==> src/rtl/mbox_pkg.sv <==
package mbox_pkg;

  typedef enum logic [1:0] {
    ST_OK    = 2'd0,
    ST_ABORT = 2'd1,
    ST_FAIL  = 2'd2
  } rsp_status_e;

  typedef enum logic [1:0] {
    CK_SEND = 2'd0,
    CK_GET  = 2'd1,
    CK_BAD  = 2'd2
  } cmd_kind_e;

  // Command bases with the domain bits zeroed.
  localparam logic [7:0] SEND_BASE = 8'hD0;
  localparam logic [7:0] GET_BASE  = 8'hD4;

endpackage

==> src/rtl/mbox_cmd_decode.sv <==
module mbox_cmd_decode
  import mbox_pkg::*;
#(
  parameter int CODE_W      = 8,
  parameter int LEN_W       = 8,
  parameter int DOM_W       = 2,
  parameter int NUM_DOM     = 2,
  parameter int SEND_RD_LEN = 1,
  parameter int SEND_WR_LEN = 7,
  parameter int GET_RD_LEN  = 5,
  parameter int GET_WR_LEN  = 1
) (
  input  logic [CODE_W-1:0] code,
  input  logic [LEN_W-1:0]  rd_len,
  input  logic [LEN_W-1:0]  wr_len,
  output cmd_kind_e         kind
);

  localparam int OP_W = CODE_W - DOM_W;
  localparam logic [OP_W-1:0] SEND_OP = OP_W'(SEND_BASE >> DOM_W);
  localparam logic [OP_W-1:0] GET_OP  = OP_W'(GET_BASE >> DOM_W);

  logic [NUM_DOM-1:0] dom_hit;
  logic [OP_W-1:0]    op;
  logic               dom_ok;
  logic               send_len_ok;
  logic               get_len_ok;

  // Each supported domain owns one bit of the domain field.
  for (genvar d = 0; d < NUM_DOM; d++) begin : g_dom
    assign dom_hit[d] = (code[DOM_W-1:0] == DOM_W'(1 << d));
  end

  assign op          = code[CODE_W-1:DOM_W];
  assign dom_ok      = |dom_hit;
  assign send_len_ok = (rd_len == LEN_W'(SEND_RD_LEN)) && (wr_len == LEN_W'(SEND_WR_LEN));
  assign get_len_ok  = (rd_len == LEN_W'(GET_RD_LEN))  && (wr_len == LEN_W'(GET_WR_LEN));

  always_comb begin
    kind = CK_BAD;
    if (dom_ok) begin
      if (op == SEND_OP && send_len_ok) kind = CK_SEND;
      else if (op == GET_OP && get_len_ok) kind = CK_GET;
    end
  end

endmodule

==> src/rtl/mbox_timer.sv <==
module mbox_timer #(
  parameter int TIMEOUT_CYC = 100000
) (
  input  logic clk,
  input  logic rst,
  input  logic run,
  input  logic restart,
  input  logic hold,
  output logic expire
);

  localparam int CNT_W = $clog2(TIMEOUT_CYC + 1);
  localparam logic [CNT_W-1:0] LAST = CNT_W'(TIMEOUT_CYC - 1);

  logic [CNT_W-1:0] cnt_q;

  assign expire = run && !hold && !restart && (cnt_q == LAST);

  always_ff @(posedge clk) begin
    if (rst || restart || !run) begin
      cnt_q <= '0;
    end else if (!hold && !expire) begin
      cnt_q <= cnt_q + 1'b1;
    end
  end

endmodule

==> src/rtl/mbox_slot.sv <==
module mbox_slot #(
  parameter int DATA_W = 32,
  parameter int DOM_W  = 2
) (
  input  logic              clk,
  input  logic              rst,
  input  logic              load,
  input  logic [DOM_W-1:0]  load_dom,
  input  logic              collect,
  input  logic              expire,
  input  logic              done,
  input  logic [DATA_W-1:0] result,
  output logic              pending,
  output logic              ready,
  output logic [DOM_W-1:0]  owner,
  output logic [DATA_W-1:0] data
);

  logic capture;

  assign capture = done && pending && !ready && !load && !collect && !expire;

  // Priority: new send, then collection or discard, then worker result.
  always_ff @(posedge clk) begin
    if (rst) begin
      pending <= 1'b0;
      ready   <= 1'b0;
      owner   <= '0;
    end else if (load) begin
      pending <= 1'b1;
      ready   <= 1'b0;
      owner   <= load_dom;
    end else if (collect || expire) begin
      pending <= 1'b0;
      ready   <= 1'b0;
    end else if (capture) begin
      ready   <= 1'b1;
    end
  end

  // Result storage has no reset; it is only read while ready is set.
  always_ff @(posedge clk) begin
    if (capture) data <= result;
  end

endmodule

==> src/rtl/mbox_responder.sv <==
module mbox_responder
  import mbox_pkg::*;
#(
  parameter int DATA_W      = 32,
  parameter int CODE_W      = 8,
  parameter int LEN_W       = 8,
  parameter int DOM_W       = 2,
  parameter int NUM_DOM     = 2,
  parameter int TIMEOUT_CYC = 100000,
  parameter int SEND_RD_LEN = 1,
  parameter int SEND_WR_LEN = 7,
  parameter int GET_RD_LEN  = 5,
  parameter int GET_WR_LEN  = 1
) (
  input  logic              clk,
  input  logic              rst,
  input  logic              timeout_disable,
  input  logic              cmd_valid,
  input  logic [CODE_W-1:0] cmd_code,
  input  logic [LEN_W-1:0]  cmd_rd_len,
  input  logic [LEN_W-1:0]  cmd_wr_len,
  input  logic [DATA_W-1:0] cmd_payload,
  output logic              rsp_valid,
  output logic [1:0]        rsp_status,
  output logic [DATA_W-1:0] rsp_data,
  output logic              work_start,
  output logic [DATA_W-1:0] work_req,
  input  logic              work_done,
  input  logic [DATA_W-1:0] work_result
);

  cmd_kind_e         kind;
  logic              send_acc;
  logic              is_get;
  logic              dom_match;
  logic              get_ok;
  logic              expire;
  logic              pend_q;
  logic              ready_q;
  logic [DOM_W-1:0]  owner_q;
  logic [DATA_W-1:0] slot_data;
  rsp_status_e       status_d;
  logic [DATA_W-1:0] data_d;

  mbox_cmd_decode #(
    .CODE_W(CODE_W), .LEN_W(LEN_W), .DOM_W(DOM_W), .NUM_DOM(NUM_DOM),
    .SEND_RD_LEN(SEND_RD_LEN), .SEND_WR_LEN(SEND_WR_LEN),
    .GET_RD_LEN(GET_RD_LEN), .GET_WR_LEN(GET_WR_LEN)
  ) dec_i (
    .code(cmd_code), .rd_len(cmd_rd_len), .wr_len(cmd_wr_len), .kind(kind)
  );

  assign send_acc  = cmd_valid && (kind == CK_SEND);
  assign is_get    = cmd_valid && (kind == CK_GET);
  assign dom_match = pend_q && (owner_q == cmd_code[DOM_W-1:0]);
  assign get_ok    = is_get && dom_match && ready_q;

  mbox_timer #(.TIMEOUT_CYC(TIMEOUT_CYC)) tmr_i (
    .clk(clk), .rst(rst), .run(pend_q), .restart(send_acc),
    .hold(timeout_disable), .expire(expire)
  );

  mbox_slot #(.DATA_W(DATA_W), .DOM_W(DOM_W)) slot_i (
    .clk(clk), .rst(rst), .load(send_acc), .load_dom(cmd_code[DOM_W-1:0]),
    .collect(get_ok), .expire(expire), .done(work_done), .result(work_result),
    .pending(pend_q), .ready(ready_q), .owner(owner_q), .data(slot_data)
  );

  always_comb begin
    status_d = ST_ABORT;
    data_d   = '0;
    if (send_acc) begin
      status_d = ST_OK;
    end else if (is_get) begin
      if (!dom_match) begin
        status_d = ST_FAIL;
      end else if (!ready_q) begin
        status_d = ST_ABORT;
      end else begin
        status_d = ST_OK;
        data_d   = slot_data;
      end
    end
  end

  always_ff @(posedge clk) begin
    if (rst) begin
      rsp_valid  <= 1'b0;
      work_start <= 1'b0;
    end else begin
      rsp_valid  <= cmd_valid;
      work_start <= send_acc;
    end
  end

  always_ff @(posedge clk) begin
    rsp_status <= status_d;
    rsp_data   <= data_d;
    if (send_acc) work_req <= cmd_payload;
  end

endmodule

==> config.mk <==
export PLATFORM = sky130hd
export DESIGN_NAME = mbox_responder
export DESIGN_NICKNAME = d
export VERILOG_FILES = /design/src/rtl/mbox_pkg.sv /design/src/rtl/mbox_cmd_decode.sv /design/src/rtl/mbox_timer.sv /design/src/rtl/mbox_slot.sv /design/src/rtl/mbox_responder.sv
export SDC_FILE = /design/constraint.sdc
export NUM_CORES = 1
export LEC_CHECK = 0
export BUFFER_PORTS_ARGS = -buffer_cell sky130_fd_sc_hd__buf_2
export CAP_MARGIN = 0
export CORE_MARGIN = 10
export CORE_UTILIZATION = 52
export CTS_CLUSTER_DIAMETER = 150
export CTS_CLUSTER_SIZE = 24
export DETAILED_ROUTE_END_ITERATION = 10
export GPL_TIMING_DRIVEN = 0
export PLACE_DENSITY = 0.88
export SYNTH_ARGS = -nofsm -noshare
export SYNTH_HDL_FRONTEND = slang
export SYNTH_SLANG_ARGS = --single-unit
==> constraint.sdc <==
create_clock -name clk -period 17.7 [get_ports clk]
set_clock_uncertainty 0.2 [all_clocks]
set_input_delay 2.655 -clock clk [delete_from_list [all_inputs] [get_ports clk]]
set_output_delay 2.655 -clock clk [all_outputs]
set_load 0.02 [all_outputs]
Word-level counts from Yosys, hierarchy flattened
Cells that the tools add are included.

operators by class
  $add $sub $neg = 1
  equal/unequal tests = 11
  multiplexer cells = 8
  bitwise logic cells = 3
  reductions and logical operators = 33

operator list
  kind                                                                   count
  1-bit logical AND                                                      18
  17-bit by 1-bit adder with 17-bit output, second input constant        1
  17-bit equality test, second input constant                            1
  8-bit by 1-bit equality test with 1-bit output, second input constant  2
  8-bit by 3-bit equality test with 1-bit output, second input constant  2
  6-bit equality test, second input constant                             2
  2-bit 2-to-1 mux                                                       4
  1-bit zero test                                                        6
  2-bit by 1-bit equality test with 1-bit output, second input constant  2
  1-bit 2-to-1 mux                                                       4
  2-bit OR reduction                                                     2
  4-bit OR reduction                                                     1
  1-bit logical OR                                                       3
  1-bit inverter                                                         3
  3-bit OR reduction                                                     1
  2-bit equality test                                                    1
  2-bit equality test, second input constant                             1
  2-bit zero test                                                        1
  2-bit nonzero test                                                     1

storage, ports and cells
  register bits = 121
  output and inout port bits = 68

Depth between registers and ports, before layout
Gate-level depths: netlist (run 1).

  depth in word-level cells = 14
  gate-level depth with buffers = 7
  depth with buffers taken out = 5

Hierarchy
A second synthesis (run 1) with hierarchy kept.

unflattened totals
  cell total of the unflattened synthesis = 294
  area, all modules = 4157.7 µm²

modules (own cells, without submodules)
  module           instances  cells an instance  area each (µm²)  sequential area each (µm²)
  mbox_responder   1          129                2050.7           1681.6
  mbox_slot        1          48                 1111.1           1041.0
  mbox_timer       1          103                903.4            340.3
  mbox_cmd_decode  1          14                 92.6             0.0

Least setup slack after synthesis (run 1)
No wires, ideal clock.

  kind = input port to flip-flop
  start point = input port cmd_code[2]
  end point = register slot_i.data[0] (enable)
  library setup time = 0.667 ns
  arrival time = 7.251 ns
  data required time = 16.833 ns
  path slack = 9.582 ns
  stages = 4
  cells stage by stage = nor4bb_1 nand3_1 nor3_1 nor4_1

between the ends
  cells in the longest elaborated chain, start to end = 12
  elaborated cells on any way between the ends = 21

ends and longest elaborated chain
  element                          line                               source
  start, declared                  mbox_responder.sv:19               input logic [CODE_W-1:0] cmd_code,
  6-bit equality test              mbox_cmd_decode.sv:43              else if (op == GET_OP && get_len_ok) kind = CK_GET;
  1-bit logical AND                mbox_cmd_decode.sv:43
  2-bit 2-to-1 mux                 mbox_cmd_decode.sv:43
  2-bit 2-to-1 mux (*)             mbox_cmd_decode.sv:42              if (op == SEND_OP && send_len_ok) kind = CK_SEND;
  2-bit 2-to-1 mux (*)             mbox_cmd_decode.sv:41              if (dom_ok) begin
  2-bit zero test (*)              mbox_responder.sv:53               assign send_acc = cmd_valid && (kind == CK_SEND);
  1-bit logical AND (*)            mbox_responder.sv:53
  via send_acc                     mbox_responder.sv:33               logic send_acc;
  1-bit zero test (*)              mbox_timer.sv:17, mbox_slot.sv:21
  1-bit logical AND (2 in series)  mbox_timer.sv:17                   assign expire = run && !hold && !restart && (cnt_q == LAST);
  1-bit zero test                  mbox_slot.sv:21                    assign capture = done && pending && !ready && !load && !collect && !expire;
  1-bit logical AND (*)            mbox_slot.sv:21
  via slot_i.capture               mbox_slot.sv:19                    logic capture;
  end signal, assigned             mbox_slot.sv:43                    if (capture) data <= result;
  end, declared                    mbox_slot.sv:16                    output logic [DATA_W-1:0] data

The timed path passes the listed nets; every way through them passes the cells marked *.
A chain may end at the register's enable or synchronous reset.

Worst setup path in the final report (run 1)
  start point = input port timeout_disable
  end point = register slot_i.data[8] (enable)

between the ends
  cells in the longest elaborated chain, start to end = 6

ends and longest elaborated chain
  element                          line                  source
  start, declared                  mbox_responder.sv:17  input logic timeout_disable,
  1-bit zero test                  mbox_timer.sv:17
  1-bit logical AND (3 in series)  mbox_timer.sv:17
  1-bit zero test                  mbox_slot.sv:21
  1-bit logical AND                mbox_slot.sv:21
  via slot_i.capture               mbox_slot.sv:19

The timed path passes the listed nets, and every way through them passes these cells.

==> summary.md, run 1 <==
| Metric | Value |
|---|---|
| Instance count on the critical path | 9 |
| FF+latch area | 3060 um2 |
| Initial drt markers | 109 |
| Die W | 110 um |
| Clk root buf | clkbuf_8 |
| Cell Pwr Density | approximately 110 nW/um2 |
| Syn_nets | 390 |
| Unique cell type count in the Yosys netlist | 42 |
| Critical path, cell by cell | buf_2, and4b_1, buf_2, and2_0, clkbuf_2, and2_1, nor4_2, buf_4, buf_6 |
| Async S/R FF share, synth | 0% |
| RSZ-0062 raised after global routing | no |
| I/O Pins | 161 |
| GRT Total Usage | 16.1% |
| Worst EP arrival | between 4 and 5 ns |
| Outcome | complete, no violations |
| R2r startpoint | tmr_i.cnt_q[0] |
| Nets@finish | 573 |
| CTS tree | done |
| Switching Fraction | 21.0% |
| Clock transition at path regs | 0.06 ns |
| CP Capture Point | slot_i.data[8] |
| Net Sw Power | 0.134 mW |
| Worst Max-Slew Pin Slew | 0.908 ns |
| Synth-to-Final Area Change | 37.4% |
| Area taken by multi-input logic gates | 1060 um2 |
| Reg2reg path depth | 9 |
| Slew Viols, Final | 0 |
| First-pass GRT wire length | 14.9 mm |
| Post-DP HPWL | a little under 8 mm |
| Worst setup SP type | primary input |
| Number of max-cap violations | 0 |
| Post-DRT Antenna Nets | 0 |
| Synth Cell Area | roughly 4200 um2 |
| Worst EP required | 17.71 ns |
| Slew margin rel. | 39.2% |
| Final setup violation count | 0 |
| EDFF count, synth | 64 |
| VDD IR max | 68.8 uV |
| Number of global-route vias before repair | 3095 |
| Drc violations | 0 |
| Reg-to-Reg End | slot_i.data[8] |
| Synth Flop Type | edfxtp_1 |
| CP Capture Type | flip-flop |
| Vias per cell | 4.99 |
| Initial Util | 53.9% |
| Worst-path maximum fanout | 9 |
| CP delay by family, top | simple AND/OR/NAND/NOR gates |
| Reg-to-reg slack, setup | 14.68 ns |
| Clk sinks | approximately 120 |
| Setup total negative slack | 0 ns |
| PortBufs | 159 |
| Leakage power | 2.40 nW |
| Minimum clock period | 4.77 ns |
| Grt ovf | 0 |
| Max clock buf depth | 2 |
| Sequential fraction of the synthesis area | 73.2% |
| Int Pwr | roughly 0.5 mW |
| Post-CTS Setup Bufs | 0 |
| CP bufs+invs | 5 |
| WL per Instance | 16.5 um |
| Drt total wl | 9.84 mm |
| Routability cong. | between 0.8 and 0.9 |
| Layout cell share with drive strength beyond 1 | 42.7% |
| Synthesis warning total | 0 |
| Sequential share of power | 46.5% |
| Slowest stage delay, CP | 0.66 ns |
| HP Class | reg -> reg |
| Clock share of power | 51.3% |
| Final hold vios | 0 |
| CTS Hold Bufs | 0 |
| Fraction of the cycle the final worst path needs | 26.9% |
| DR vias | about 3000 |
| CTS buffer count | 17 |
| # fillers | 520 |
| Largest net degree at the start of global routing | 17 |
| Max Freq | around 210 MHz |
| Hold Crit Depth | 1 |
| Post-synthesis instance total | around 300 |
| Clock Latency Late Sink | 0.50 ns |
| Num rows | 32 |
| Top cell by count, worst path | buf_2 |
| Crit path max-delay cell type | nor4_2 |
| Post-layout total power | 0.635 mW |
| Pre-antenna DRT Iters | 6 |
| Die height | between 100 and 150 um |
| H-tree Lvls | 4 |
| Seq cells post-synth | between 100 and 150 |
| Synthesized area per cell | 14.1 um2 |
| Post-CTS Resized | 0 |
| Initial antenna violation count | 1 |
| Combinational share of power | 2.2% |
| WS Path Type | in -> reg |
| Core area | 7770 um2 |
| Crit path from | timeout_disable |
| Full die area | 12000 um2 |
==> logic make-up after synthesis <==
logic type / synth area share [%]
DFF: 73.2
AOI/OAI and AO/OA: 4.93
adders and majority gates: 0.299
buffers and inverters: 1.70
xor gates and xnor gates: 1.88
muxes: 0.717
and+or+nand+nor: 17.3
==> cells in the final DEF (no fill, tap or decap), types with 6 or more instances in the layout <==
cell type,Yosys,final
dfxtp_1,57,57
nor2_1,9,9
nand2_1,8,8
xor2_1,7,7
nand4_1,8,8
clkbuf_16,0,17
clkbuf_1,5,6
nand3_1,10,10
edfxtp_1,64,64
a21oi_1,14,14
buf_2,2,161
and2_1,37,37
o21ai_0,7,7
and3_1,7,7
==> sequential cells by signal (all words and copies together), names as in the netlist <==
| signal | flops |
|---|---|
| tmr_i.cnt_q | 17 |
| work_req | 32 |
| work_start | 1 |
| rsp_data | 32 |
| slot_i.ready | 1 |
| rsp_valid | 1 |
| rsp_status | 2 |
| slot_i.data | 32 |
| slot_i.pending | 1 |
| slot_i.owner | 2 |
==> final cells by class <==
class                           count  area share [%]
Timing Repair Buffer              164            14.7
Antenna cell                        1          0.0435
Inverter                            4           0.261
Buffer                             12           0.979
Tap cell                          102            2.22
Multi-Input combinational cell    159            18.5
Sequential cell                   121            53.3
Clock buffer                       19            7.70
Clock inverter                     13            2.37
==> how the worst min path moves through the flow <==
stage | start | end
finish | slot_i.data[18] | rsp_data[18]
global route | slot_i.data[6] | rsp_data[6]
CTS | slot_i.data[18] | rsp_data[18]
detailed placement | slot_i.data[18] | rsp_data[18]
global placement | slot_i.data[11] | rsp_data[11]
floorplan | slot_i.data[0] | rsp_data[0]
==> power groups by stage <==
stage / combinational (mW) / clock, mW / sequential (mW)
global route: 0.0154 / 0.345 / 0.295
detailed placement: 0.0140 / 0 / 0.301
floorplan: 0.00233 / 0 / 0.301
global placement: 0.0131 / 0 / 0.301
CTS: 0.0140 / 0.331 / 0.295
finish: 0.0139 / 0.326 / 0.295
==> routing by layer <==
metal | GRT usage [%] | vias to the layer above | part of all wire [%]
met4 | 7.25 | 0 | 1.6
met2 | 26.0 | 130 | 47
met1 | 18.2 | 1366 | 42
met5 | 0 | - | 0
li1 | - | 1462 | -
met3 | 7.02 | 11 | 9.0
==> per-stage QoR <==
step / hold slack, ns / instance area [um2] / std cells / setup slack, ns / util [%]
floorplan: 0.220 / 4190 / 296 / 9.58 / -
global placement: 0.223 / 5110 / 557 / 7.08 / 65.8
detailed placement: 0.226 / 5170 / 562 / 12.37 / 66.6
CTS: 0.237 / 5750 / 594 / 12.90 / 74.0
global route: 0.254 / 5750 / 594 / 12.74 / 74.0
finish: 0.239 / 5750 / 595 / 12.93 / 74.0
==> worst register-to-register path, cell delays in order (launching register included) <==
cell and delay, ns:
dfxtp_1 0.34, ha_1 0.22, and4b_1 0.17, buf_2 0.15
and2_0 0.16, clkbuf_2 0.16, and2_1 0.19, nor4_2 0.66
buf_4 0.33, buf_6 0.16
==> cell usage after synthesis, types with 3 or more instances <==
library cell / number / area [um2]
xor2_1: 7 / 61.3
mux2i_1: 3 / 30.0
nor3_1: 3 / 15.0
nor4_1: 5 / 31.3
and3_1: 7 / 43.8
dfxtp_1: 57 / 1140
clkbuf_1: 5 / 18.8
nand4_1: 8 / 50.1
nand2_1: 8 / 30.0
or4_1: 3 / 22.5
edfxtp_1: 64 / 1920
a21oi_1: 14 / 70.1
nand3_1: 10 / 50.1
clkbuf_2: 4 / 20.0
nor3b_1: 4 / 30.0
o2111ai_1: 3 / 26.3
inv_1: 4 / 15.0
nor2_1: 9 / 33.8
and2_1: 37 / 231
a211oi_1: 3 / 22.5
and4b_1: 4 / 40.0
o21ai_0: 7 / 35.0
Power figures use the tool's default switching activity.
==> run 2, diff against run 1 <==
- CORE_UTILIZATION: 52 -> 43
- PLACE_DENSITY: 0.88 -> 0.78
- clock period: 17.7 -> 4.2 ns (I/O delays scaled with it)
==> run 2 against run 1 <==
Against the previous run:
- die area increased by 17%
- clock-buffer cell count is the same
- worst setup slack worse by 11 ns
- wire length grew 2.3%
- utilization decreased by 11 points
- hold slack worse by 0.14 ns
- register-to-register slack lost 13 ns
- critical path depth did not move
- first-iteration DRC count rose by 36%
- highest routed layer unchanged
- critical endpoint is now slot_i.data[7]
- flip-flop and latch count unchanged
- sequential power rose to 4.2 times the previous value
==> summary.md, run 2 (synthesized netlist as in run 1, its figures left out) <==
| Metric | Value |
|---|---|
| Slew Viols, Final | 0 (unchanged) |
| Sequential share of power | 44.2% (-2.3 points) |
| Reg-to-Reg End | slot_i.data[7] |
| Clock transition at path regs | 0.06 ns (about the same) |
| Synth-to-Final Area Change | 40.2% |
| Worst-path maximum fanout | 14 (+5) |
| Area after DPL | 5240 um2 (+1.3%) |
| Final hold vios | 0 (unchanged) |
| Critical path, cell by cell | ha_1, and4b_1, buf_6, and2_0, clkbuf_2, and2_4, nor4_4, buf_8, buf_8 |
| RSZ-0062 raised after global routing | no |
| Max Freq | approximately 360 MHz |
| Leakage power | 2.46 nW (+2.2%) |
| Grt ovf | 0 (unchanged) |
| Slew margin rel. | 38.8% (-0.34 points) |
| Cell Pwr Density | 479 nW/um2 (+330%) |
| Hold_sp | cmd_payload[2] |
| Placed Cells | 587 (+4.4%) |
| WL per Instance | 16.3 um (-1.7%) |
| Post-DP HPWL | 7.80 mm (+0.86%) |
| VDD IR max | 290 uV (+320%) |
| HP Class | in -> reg |
| I/O Pins | 161 (unchanged) |
| Largest net degree at the start of global routing | 23 (+6) |
| CP delay by family, top | simple AND/OR/NAND/NOR gates |
| R2r startpoint | tmr_i.cnt_q[0] |
| Drt total wl | 10.1 mm (+2.3%) |
| Vias per cell | 4.84 (-3.1%) |
| Combinational share of power | 2.1% (about the same) |
| Layout cell share with drive strength beyond 1 | 42.9% (+0.17 points) |
| CTS Hold Bufs | 0 (unchanged) |
| Clock share of power | 53.7% (+2.4 points) |
| Most frequent cells in the layout | buf_2, edfxtp_1, dfxtp_1 |
| CP Capture Point | slot_i.data[7] |
| Full die area | 14100 um2 (+17%) |
| CTS tree | done |
| Diode count | 0 (-1) |
| Slowest stage delay, CP | 0.51 ns (-0.15 ns) |
| Routability cong. | 0.785 (-2.9%) |
| Reg-to-reg slack, setup | 1.44 ns (-13.24 ns) |
| Post-layout util | 62.6% (-11 points) |
| Int Pwr | 2.22 mW (+340%) |
| Initial antenna violation count | 0 (-1) |
| Initial drt markers | 148 (+36%) |
| Core area | 9370 um2 (+21%) |
| Reg2reg path depth | 9 (unchanged) |
| Fraction of the cycle the final worst path needs | 65.7% |
| Worst EP required | 4.22 ns (-13.49 ns) |
| Post-CTS Resized | 0 (unchanged) |
| Clk root buf | clkbuf_8 |
| Die height | 119 um (+8.2%) |
| Die W | 119 um (+8.2%) |
| DR vias | 2994 (+0.84%) |
| CP Capture Type | flip-flop |
| H-tree Lvls | 4 (unchanged) |
| Drc violations | 0 (unchanged) |
| Worst Max-Slew Pin Slew | 0.915 ns (+0.00709 ns) |
| First-pass GRT wire length | 16.2 mm (+8.4%) |
| Crit path from | tmr_i.cnt_q[0] |
| Number of global-route vias before repair | 3208 (+3.7%) |
| Min Hold Slack | 0.0955 ns (-0.144 ns) |
| Switching Fraction | 21.0% (-0.027 points) |
| Non-Filler Instances | 619 (+4.0%) |
| Number of max-cap violations | 0 (unchanged) |
| Nets@finish | 571 (-0.35%) |
| Worst EP arrival | 2.77 ns (-2.01 ns) |
| Most common cell after layout, fill and taps aside | buf_2 |
| Max clock buf depth | 2 (unchanged) |
| Minimum clock period | 2.76 ns |
| Num rows | 35 (+9.4%) |
| Instance count on the critical path | 9 (unchanged) |
| Worst slack, placed | 0.953 ns (-11.42 ns) |
| # fillers | 775 (+49%) |
| PortBufs | 159 (unchanged) |
| Outcome | complete, no violations |
| Initial Util | 44.7% (-9.2 points) |
| Top cell by count, worst path | buf_8 |
| Net Sw Power | 0.591 mW (+340%) |
| Worst setup margin | 1.44 ns (-11.49 ns) |
| GRT Total Usage | 14.4% (-1.7 points) |
| WS Path Type | reg -> reg |
| Crit path max-delay cell type | nor4_4 |
| Post-CTS Setup Bufs | 0 (unchanged) |
| Post-DRT Antenna Nets | 0 (unchanged) |
| Pre-antenna DRT Iters | 4 (-2) |
| Worst setup SP type | flip-flop |
| Final setup violation count | 0 (unchanged) |
| CP bufs+invs | 4 (-1) |
| Clock Latency Late Sink | 0.50 ns (about the same) |
| Final non-filler cell area | 5870 um2 (+2.0%) |
| CTS buffer count | 17 (unchanged) |
| Biggest regs | rsp_data (32), slot_i.data (32), work_req (32) |
| Clk sinks | 121 (unchanged) |
==> run 2: changes by cell type in the layout (fill, tap and decap cells not counted), moves of 2 or more <==
cell,change
buf_4,-2
clkinvlp_4,-3
buf_8,+2
inv_8,+3
buf_6,-2
==> run 2: power by group through the flow <==
stage | Clock, mW | Sequential (mW) | Combinational, mW
3_3_place_gp | 0 | 1.27 | 0.0554
6_report | 1.51 | 1.24 | 0.0579
3_5_place_dp | 0 | 1.27 | 0.0585
4_1_cts | 1.54 | 1.24 | 0.0588
5_1_grt | 1.61 | 1.24 | 0.0649
2_1_floorplan | 0 | 1.27 | 0.0100
==> run 2: per-stage QoR <==
| stage | TNS (ns) | power [mW] |
|---|---|---|
| 6_report | 0 | 2.81 |
| 5_1_grt | 0 | 2.91 |
| 4_1_cts | 0 | 2.84 |
| 3_5_place_dp | 0 | 1.33 |
| 3_3_place_gp | -17.47 | 1.32 |
| 2_1_floorplan | 0 | 1.28 |
==> run 2: area by class of cell <==
cell class	count	area (um2)	share of cell area, %
tap	129	161	2.75
clock inverter	13	169	2.88
clock buffer	19	464	7.91
inverter	4	15.0	0.256
multi-input combinational	159	1080	18.4
sequential	121	3060	52.2
buffer	12	62.6	1.07
timing repair buffer	162	853	14.5
==> run 2: metal layers <==
layer / GRT usage, % / part of all wire [%] / vias up
met2: 24.4 / 52 / 116
met4: 6.18 / 1.7 / 0
li1: - / - / 1458
met1: 15.8 / 41 / 1406
met5: 0 / 0 / -
met3: 5.28 / 5.9 / 14
==> run 2: worst min path at each step <==
stage	to	slack, ns	cells after the start
finish	work_req[2]	0.1	1
global route	work_req[17]	0.07	1
CTS	slot_i.data[6]	0.07	1
detailed placement	rsp_data[5]	0.22	1
global placement	rsp_data[0]	0.22	1
floorplan	rsp_data[0]	0.22	1
